$ cat config.mk
export PLATFORM = sky130hd
export DESIGN_NAME = pll_stab_mon
export DESIGN_NICKNAME = d
export VERILOG_FILES = /design/src/rtl/pll_stab_pkg.sv /design/src/rtl/psm_lock_det.sv /design/src/rtl/psm_ms_base.sv /design/src/rtl/psm_stab_timer.sv /design/src/rtl/psm_cal_ctl.sv /design/src/rtl/pll_stab_mon.sv
export SDC_FILE = /design/constraint.sdc
export NUM_CORES = 1
export LEC_CHECK = 0
export CORE_ASPECT_RATIO = 0.7
export CORE_MARGIN = 3
export CORE_UTILIZATION = 55
export DETAILED_ROUTE_END_ITERATION = 7
export DONT_BUFFER_PORTS = 1
export PLACE_DENSITY = 0.7
export SYNTH_ARGS = -nofsm -noshare
export SYNTH_HDL_FRONTEND = slang
export SYNTH_SLANG_ARGS = --single-unit
$ cat constraint.sdc
create_clock -name clk -period 9.35 [get_ports clk]
set_clock_uncertainty 0.15 [all_clocks]
set_input_delay 0.4675 -clock clk [delete_from_list [all_inputs] [get_ports clk]]
set_output_delay 0.4675 -clock clk [all_outputs]
set_load 0.01 [all_outputs]
$ cat src/rtl/pll_stab_pkg.sv
package pll_stab_pkg;
   localparam int unsigned SEL_W = 2;
   localparam int unsigned NSEL  = 1 << SEL_W;
   typedef logic [SEL_W-1:0] lock_sel_t;
endpackage

$ cat src/rtl/psm_lock_det.sv
module psm_lock_det
   import pll_stab_pkg::*;
#(
   parameter int unsigned LOCK_BASE = 128
) (
   input  logic      clk,
   input  logic      rst_n,
   input  logic      pd_valid,
   input  logic      pd_in_phase,
   input  logic      det_dis,
   input  logic      hold,
   input  lock_sel_t lock_sel,
   output logic      locked
);
   localparam int unsigned MAX_THR = LOCK_BASE << (NSEL - 1);
   localparam int unsigned CNT_W   = $clog2(MAX_THR + 1);

   logic [CNT_W-1:0] thr_tab [NSEL];
   logic [CNT_W-1:0] run_q;
   logic [CNT_W-1:0] run_inc;
   logic [CNT_W-1:0] thr;

   for (genvar g = 0; g < NSEL; g++) begin : g_thr
      assign thr_tab[g] = CNT_W'(LOCK_BASE << g);
   end

   assign thr     = thr_tab[lock_sel];
   assign run_inc = run_q + 1'b1;

   always_ff @(posedge clk) begin
      if (!rst_n) begin
         run_q  <= '0;
         locked <= 1'b0;
      end else if (det_dis || hold) begin
         run_q  <= '0;
         locked <= 1'b0;
      end else if (pd_valid) begin
         if (!pd_in_phase) begin
            run_q  <= '0;
            locked <= 1'b0;
         end else if (run_inc >= thr) begin
            locked <= 1'b1;
         end else begin
            run_q <= run_inc;
         end
      end
   end
endmodule

$ cat src/rtl/psm_ms_base.sv
module psm_ms_base #(
   parameter longint unsigned TICK_FS = 64'd1_000_000_000_000,
   parameter int unsigned     PER_W   = 21
) (
   input  logic             clk,
   input  logic             rst_n,
   input  logic [PER_W-1:0] period_fs,
   output logic             ms_tick
);
   localparam int unsigned TW    = $clog2(TICK_FS) + 1;
   localparam int unsigned ACC_W = (TW > PER_W + 1) ? TW : PER_W + 1;
   localparam logic [ACC_W-1:0] TICK_V = ACC_W'(TICK_FS);

   logic [ACC_W-1:0] acc_q;
   logic [ACC_W-1:0] sum;

   assign sum = acc_q + ACC_W'(period_fs);

   always_ff @(posedge clk) begin
      if (!rst_n) begin
         acc_q   <= '0;
         ms_tick <= 1'b0;
      end else if (sum >= TICK_V) begin
         acc_q   <= sum - TICK_V;
         ms_tick <= 1'b1;
      end else begin
         acc_q   <= sum;
         ms_tick <= 1'b0;
      end
   end
endmodule

$ cat src/rtl/psm_stab_timer.sv
module psm_stab_timer #(
   parameter int unsigned TMR_W = 20
) (
   input  logic             clk,
   input  logic             rst_n,
   input  logic             ms_tick,
   input  logic             pll_en,
   input  logic             locked,
   input  logic [TMR_W-1:0] stab_ms,
   output logic             stable
);
   logic [TMR_W-1:0] cnt_q;
   logic [TMR_W-1:0] cnt_inc;
   logic [TMR_W-1:0] ms_q;
   logic             en_q;
   logic             restart;
   logic             running;
   logic             zero_val;

   assign zero_val = (stab_ms == '0);
   assign restart  = (pll_en != en_q) || (stab_ms != ms_q);
   assign running  = pll_en ? locked : 1'b1;
   assign cnt_inc  = cnt_q + 1'b1;

   always_ff @(posedge clk) begin
      if (!rst_n) begin
         cnt_q  <= '0;
         ms_q   <= '0;
         en_q   <= 1'b0;
         stable <= 1'b0;
      end else begin
         en_q <= pll_en;
         ms_q <= stab_ms;
         if (zero_val) begin
            stable <= 1'b1;
            cnt_q  <= '0;
         end else if (restart || !running) begin
            stable <= 1'b0;
            cnt_q  <= '0;
         end else if (!stable && ms_tick) begin
            cnt_q <= cnt_inc;
            if (cnt_inc == stab_ms) begin
               stable <= 1'b1;
            end
         end
      end
   end
endmodule

$ cat src/rtl/psm_cal_ctl.sv
module psm_cal_ctl (
   input  logic clk,
   input  logic rst_n,
   input  logic cal_bit,
   input  logic cal_done,
   output logic cal_req,
   output logic cal_busy
);
   logic cal_q;
   logic fall;

   assign fall = cal_q && !cal_bit;

   always_ff @(posedge clk) begin
      if (!rst_n) begin
         cal_q    <= 1'b0;
         cal_req  <= 1'b0;
         cal_busy <= 1'b0;
      end else begin
         cal_q   <= cal_bit;
         cal_req <= fall;
         if (fall) begin
            cal_busy <= 1'b1;
         end else if (cal_done) begin
            cal_busy <= 1'b0;
         end
      end
   end
endmodule

$ cat src/rtl/pll_stab_mon.sv
module pll_stab_mon
   import pll_stab_pkg::*;
#(
   parameter int unsigned     LOCK_BASE = 128,
   parameter longint unsigned TICK_FS   = 64'd1_000_000_000_000,
   parameter int unsigned     PER_W     = 21,
   parameter int unsigned     TMR_W     = 20
) (
   input  logic             clk,
   input  logic             rst_n,
   input  logic             pd_valid,
   input  logic             pd_in_phase,
   input  logic             lock_det_dis,
   input  logic [SEL_W-1:0] lock_sel,
   input  logic             pll_en,
   input  logic [TMR_W-1:0] stab_ms,
   input  logic [PER_W-1:0] period_fs,
   input  logic             cal_bit,
   input  logic             cal_done,
   output logic             pll_locked,
   output logic             ms_tick,
   output logic             stable,
   output logic             cal_req,
   output logic             cal_busy
);
   if (LOCK_BASE == 0) begin : g_bad_base
      $error("LOCK_BASE must be nonzero");
   end
   if (TICK_FS < 2) begin : g_bad_tick
      $error("TICK_FS must be at least 2");
   end
   if (TMR_W == 0 || PER_W == 0) begin : g_bad_width
      $error("TMR_W and PER_W must be nonzero");
   end

   psm_cal_ctl u_cal (
      .clk      (clk),
      .rst_n    (rst_n),
      .cal_bit  (cal_bit),
      .cal_done (cal_done),
      .cal_req  (cal_req),
      .cal_busy (cal_busy)
   );

   psm_lock_det #(.LOCK_BASE(LOCK_BASE)) u_lock (
      .clk         (clk),
      .rst_n       (rst_n),
      .pd_valid    (pd_valid),
      .pd_in_phase (pd_in_phase),
      .det_dis     (lock_det_dis),
      .hold        (cal_busy),
      .lock_sel    (lock_sel),
      .locked      (pll_locked)
   );

   psm_ms_base #(.TICK_FS(TICK_FS), .PER_W(PER_W)) u_ms (
      .clk       (clk),
      .rst_n     (rst_n),
      .period_fs (period_fs),
      .ms_tick   (ms_tick)
   );

   psm_stab_timer #(.TMR_W(TMR_W)) u_tmr (
      .clk     (clk),
      .rst_n   (rst_n),
      .ms_tick (ms_tick),
      .pll_en  (pll_en),
      .locked  (pll_locked),
      .stab_ms (stab_ms),
      .stable  (stable)
   );
endmodule

==> Yosys cells after proc, flatten, opt, wreduce, memory -nomap -nowiden <==
Cells that the tools add are included.
{ "op_classes": {"add_sub_neg": 4, "n_mul": 0, "div_mod_pow": 0, "n_lt_le_gt_ge": 3, "n_eq_ne": 5, "shifts": 0, "mux": 16, "bitwise_logic": 2, "reduce_logical": 17} }
{ "ops": {"columns": ["op", "count"], "rows": [
  ["$mux 11", 4],
  ["$add 41x21->41", 1],
  ["$ge 41x40->1 const B", 1],
  ["$mux 41", 1],
  ["$sub 41x40->41 const B", 1],
  ["$bmux 11 s2", 1],
  ["$add 20x1->20 const B", 1],
  ["$eq 20x20->1", 1],
  ["$logic_not 20->1", 1],
  ["$ne 20x20->1", 1],
  ["$add 11x1->11 const B", 1],
  ["$ge 11x11->1", 1],
  ["$mux 1", 10],
  ["$reduce_and 2->1", 3],
  ["$reduce_bool 3->1", 2],
  ["$ge 3x3->1 const B", 1],
  ["$logic_not 1->1", 3],
  ["$logic_or 1x1->1", 3],
  ["$not 2->3", 1],
  ["$reduce_or 3->1", 1],
  ["$logic_and 1x1->1", 2],
  ["$ne 2x1->1 const B", 1],
  ["$ne 2x2->1 const B", 1],
  ["$reduce_bool 2->1", 1],
  ["other kinds (3)", 3]
]} }
{ "totals": {"reg_bits": 99, "latch_bits": 0, "ram_bits": 0, "romBits": 0, "in_bits": 51, "output_inout_bits": 5, "elab_cells": 58, "mem_count": 0} }

==> Depth between registers and ports, before layout <==
{ "depth": {"depth_word": 7, "mapped_depth": 21, "depth_no_buf": 19} }

==> By module <==
A second synthesis with hierarchy kept.
{ "hier_totals": {"hier_cells": 981, "area_unflattened_um2": 7905.1} }
{ "by_module_without_submodules": {"columns": ["mod", "n_inst", "cells_each", "area_per_inst_um2", "seq_area_each_um2"], "rows": [
  ["psm_ms_base", 1, 589, 4583.1, 840.8],
  ["psm_stab_timer", 1, 276, 2349.8, 840.8],
  ["psm_lock_det", 1, 107, 873.3, 240.2],
  ["psm_cal_ctl", 1, 9, 98.8, 60.1]
]} }

==> Worst setup path after synthesis <==
Ideal clock, no wire load.
{ "synth_timing": {"kind": "input -> register", "start": "input port period_fs[0]", "end": "register u_ms.acc_q[27]", "setup_time_ps": 127, "arrival_time_ps": 3949, "required_ps": 9073, "setup_slack_ps": 5124, "cell_stages": 20, "path_buffers": 1, "cell_sequence": "ha_1 inv_1 fa_1 and2b_1 o31ai_1 a21boi_1 nor2_1 xnor2_1 ha_1 nand4b_1 a211oi_1 o2111ai_1 nor4_1 nand4_1 nor4_2 a21boi_4 a21oi_4 buf_6 nor3_1 or3_1"} }
{ "synth_between": {"elab_chain_cells": 3, "elab_cells_between_ends": 4, "classes_between": "2 x add/sub; 1 x order compare; 1 x mux"} }
{ "synth_rtl": {"columns": ["item", "line", "source"], "rows": [
  ["from (decl)", "pll_stab_mon.sv:17", "input logic [PER_W-1:0] period_fs,"],
  ["$add 41x21->41 *", "psm_ms_base.sv:17", "assign sum = acc_q + ACC_W'(period_fs);"],
  ["$sub 41x40->41 / $ge 41x40->1 (equally long branches)", "psm_ms_base.sv:24, psm_ms_base.sv:23", null],
  ["$mux 41 *", "psm_ms_base.sv:23", "end else if (sum >= TICK_V) begin"],
  ["to (signal assigned)", "psm_ms_base.sv:24", "acc_q <= sum - TICK_V;"],
  ["to (signal assigned)", "psm_ms_base.sv:27", "acc_q <= sum;"],
  ["to (decl)", "psm_ms_base.sv:14", "logic [ACC_W-1:0] acc_q;"]
]} }
Mark *: on every way between the ends. The rest lies on a longest branch, timed or not.
A chain may end at the register's enable or synchronous reset.

==> Worst setup path in the final report <==
{ "layout_timing": {"start": "register u_ms.acc_q[0]", "end": "register u_ms.acc_q[14]"} }
{ "layout_between": {"elab_chain_cells": 3, "elab_cells_between_ends": 4, "classes_between": "2 x add/sub; 1 x order compare; 1 x mux"} }
{ "layout_rtl": {"columns": ["item", "line"], "rows": [
  ["$add 41x21->41 *", "psm_ms_base.sv:17"],
  ["$sub 41x40->41 / $ge 41x40->1 (equally long branches)", "psm_ms_base.sv:24, psm_ms_base.sv:23"],
  ["$mux 41 *", "psm_ms_base.sv:23"]
]} }
Marks and branches as above.

==> reports/qor.yml <==
outcome:
  outcome: "completed"
grt:
  grt_use_met1: 0.389
  gr-total-overflow: 0
  grt_pass1_vias: 6093
  grt_use_met3: 0.0511
  antenna_found_initial: 0
  top_usage_layer: "met1"
  grtUsageTotal: 0.251
  grt_max_degree: 76
  grt_use_met2: 0.349
  grt_pass1_wl_um: 31800
sta:
  tightest_slew_ps: 983
  setup_viol: 0
  postLayoutSetupSlackWorst_ps: 4260
  min_period_ps: 5090
  tns_ps: 0
  slew_headroom: 0.344
  fmax_ghz: 0.196
  min_period_over_period: 0.544
  hold_violations: 0
  rsz0062_at_grt: "false"
  finalMaxSlewViolations: 0
critical_path:
  crit_top_cell: "ha_1"
  slowest_delay_ps: 630
  startpoint_type: "flip-flop"
  cp.arrival_ps: 5210
  cp.required_ps: 9470
  cp_cell_sequence: "ha_1 -> inv_1 -> fa_1 -> and2b_1 -> o31ai_1 -> a21boi_1 -> nor2_1 -> xnor2_1 -> ha_1 -> nand4b_1 -> a211oi_1 -> o2111ai_1 -> nor4_1 -> nand4_1 -> nor4_2 -> a21boi_4 -> a21oi_4 -> mux2_2 -> o221ai_1"
  crit_type: "reg2reg"
  crit_slowest_cell: "a21oi_4"
  crit_path_end_kind: "flip-flop"
  critPathMaxFanout: 25
synth:
  ys_warn_count: 0
  netlist_area_mm2: 0.00766
  synth_area_leaders: "dfxtp_1, xnor2_1, ha_1, xor2_1, nor2_1"
  netlist_instances: 968
  syn_area_per_cell_um2: 7.92
  synthesis.nets: 1049
  synth_top_area_cell: "dfxtp_1"
  synth_top_area_frac: 0.259
  ys_seq_area_frac: 0.259
  synth_edf_count: 0
  synth-main-ff-cell: "dfxtp_1"
  synth_seq_cells: 99
  ys_async_sr_fraction: 0
  ys_types: 87
place:
  pre_cts_ws_ps: 4210
  dpl_cell_area_mm2: 0.00769
  gp_congestion: 0.900
  dp_hpwl_um: 14400
  placedCellCount: 1109
  io_buffers: 0
detailed_routing:
  drt-total-wl_um: 19300
  drt_iter0_drc: 563
  drt_first_pass_iters: 5
  avgRoutedWirePerCell_um: 17.2
  drtAntennaViolNets: 0
  routed_via_density: 6.17
  drc: 0
  vias: 6940
layout:
  fin_cells: 1125
  drive_gt1_frac: 0.0691
  final_cell_mix: "dfxtp_1, nor2_1, nand2_1"
  final_nets: 1016
  final_common_cell: "dfxtp_1"
  antenna-diode-count: 0
  final_area_mm2: 0.00798
  area_growth_pct: 4.15
floorplanning:
  io_pins: 56
  core_mm2: 0.0134
  die_x_um: 147
  start_util: 0.572
  die_h_um: 105
  rows: 35
  die-area_mm2: 0.0154
clock_tree:
  cts.sinks: 99
  ctsHtreeMaxLevel: 3
  cts_tree: "built"
  clk_latency_ps: 360
  post_cts_buffers: 0
  cts_resized: 0
  cts-root-buf: "clkbuf_16"
  cts.clk_slew.worst_paths_ps: 70
  cts_max_path_buffers: 2
  cts-buffers-inserted: 9
  cts_hold_buffers: 0
power_and_ir_drop:
  p_switching_mw: 0.730
  clockPowerShare: 0.223
  p_per_area_mw_per_mm2: 212
  power.internal_mw: 0.963
  comb_power_share: 0.485
  seq_power_share: 0.293
  switching_share: 0.431
  leakagePower_nw: 2.96
  ir_worst_vdd_mv: 0.138
min_path:
  min_path_type: "in2reg"
job:
  cap_violations: 0
-- cells in the mapped netlist (all sizes together), types with 20 or more instances --
cell,n
o21ai,40
a21oi,49
inv,20
dfxtp,99
buf,20
nor3,30
and2,30
nor2,93
xor2,41
nand4,33
ha,29
nand2,78
xnor2,69
nand3,39
or3,21
clkbuf,28
and3,33
nor4,20
-- cell type report --
cell class              count  area, um^2
inverters                  20        75.1
multi-input cells         801        5370
clock buffers               9         225
clock inverters             7        70.1
fillers                  1226        5420
flip-flops and latches     99        1980
repair buffers              4        30.0
well taps                 185         231
-- state kept, by name, indices dropped and copies added, names as in the netlist --
name / count
u_lock.run_q: 11
u_tmr.cnt_q: 20
u_tmr.ms_q: 20
u_ms.ms_tick: 1
u_lock.locked: 1
u_cal.cal_busy: 1
u_cal.cal_req: 1
u_cal.cal_q: 1
u_tmr.stable: 1
u_ms.acc_q: 41
u_tmr.en_q: 1
-- worst paths after layout --
check | from | to | slack, ps | depth (start not counted)
max | u_ms.acc_q[0] | u_ms.acc_q[14] | 4260 | 19
min | cal_bit | u_cal.cal_req | 50 | 1
max reg2reg | u_ms.acc_q[0] | u_ms.acc_q[14] | 4260 | 19
min reg2reg | u_cal.cal_q | u_cal.cal_req | 330 | 1
-- cells by family (layout without fill, tap and decap cells) --
| group | after synthesis | in the layout | share of synthesized area |
|---|---|---|---|
| AND/OR/NAND/NOR | 425 | 425 | 0.291 |
| multiplexers | 15 | 15 | 0.0201 |
| XOR/XNOR | 110 | 110 | 0.129 |
| adder cells (fa/ha/maj) | 30 | 30 | 0.0500 |
| AO/OA/AOI/OAI | 221 | 221 | 0.210 |
| flip-flops | 99 | 99 | 0.259 |
| buffers and inverters | 68 | 40 | 0.0418 |
-- worst max-delay path: cells and delay by family, from the launching register on --
family | cells | cell delay (ps)
simple gates | 6 | 1200
xor+xnor | 1 | 330
flops | 1 | 310
mux | 1 | 410
compound gates | 7 | 1750
buf+inv | 1 | 60
fa+ha+maj | 3 | 780
-- routing by layer --
metal  vias up  part of all wire
li1       3458                 -
met1      3178              0.48
met2       277              0.40
met3        27             0.094
met4         0             0.018
met5         -                 0
-- power groups by stage --
| stage | Sequential (mW) | Clock [mW] | Combinational [mW] |
|---|---|---|---|
| global route | 0.499 | 0.403 | 0.903 |
| global placement | 0.503 | 0 | 0.786 |
| finish | 0.496 | 0.377 | 0.820 |
| CTS | 0.494 | 0.385 | 0.799 |
| floorplan | 0.486 | 0 | 0.658 |
| detailed placement | 0.504 | 0 | 0.791 |
-- per-stage QoR --
stage | hold WS, ps | util | power, mW
2_1_floorplan | 304 | - | 1.14
6_report | 46.8 | 0.596 | 1.69
5_1_grt | 44.2 | 0.596 | 1.80
3_5_place_dp | 314 | 0.574 | 1.29
4_1_cts | 38.1 | 0.596 | 1.68
3_3_place_gp | 319 | 0.574 | 1.29
Power figures use the tool's default switching activity.
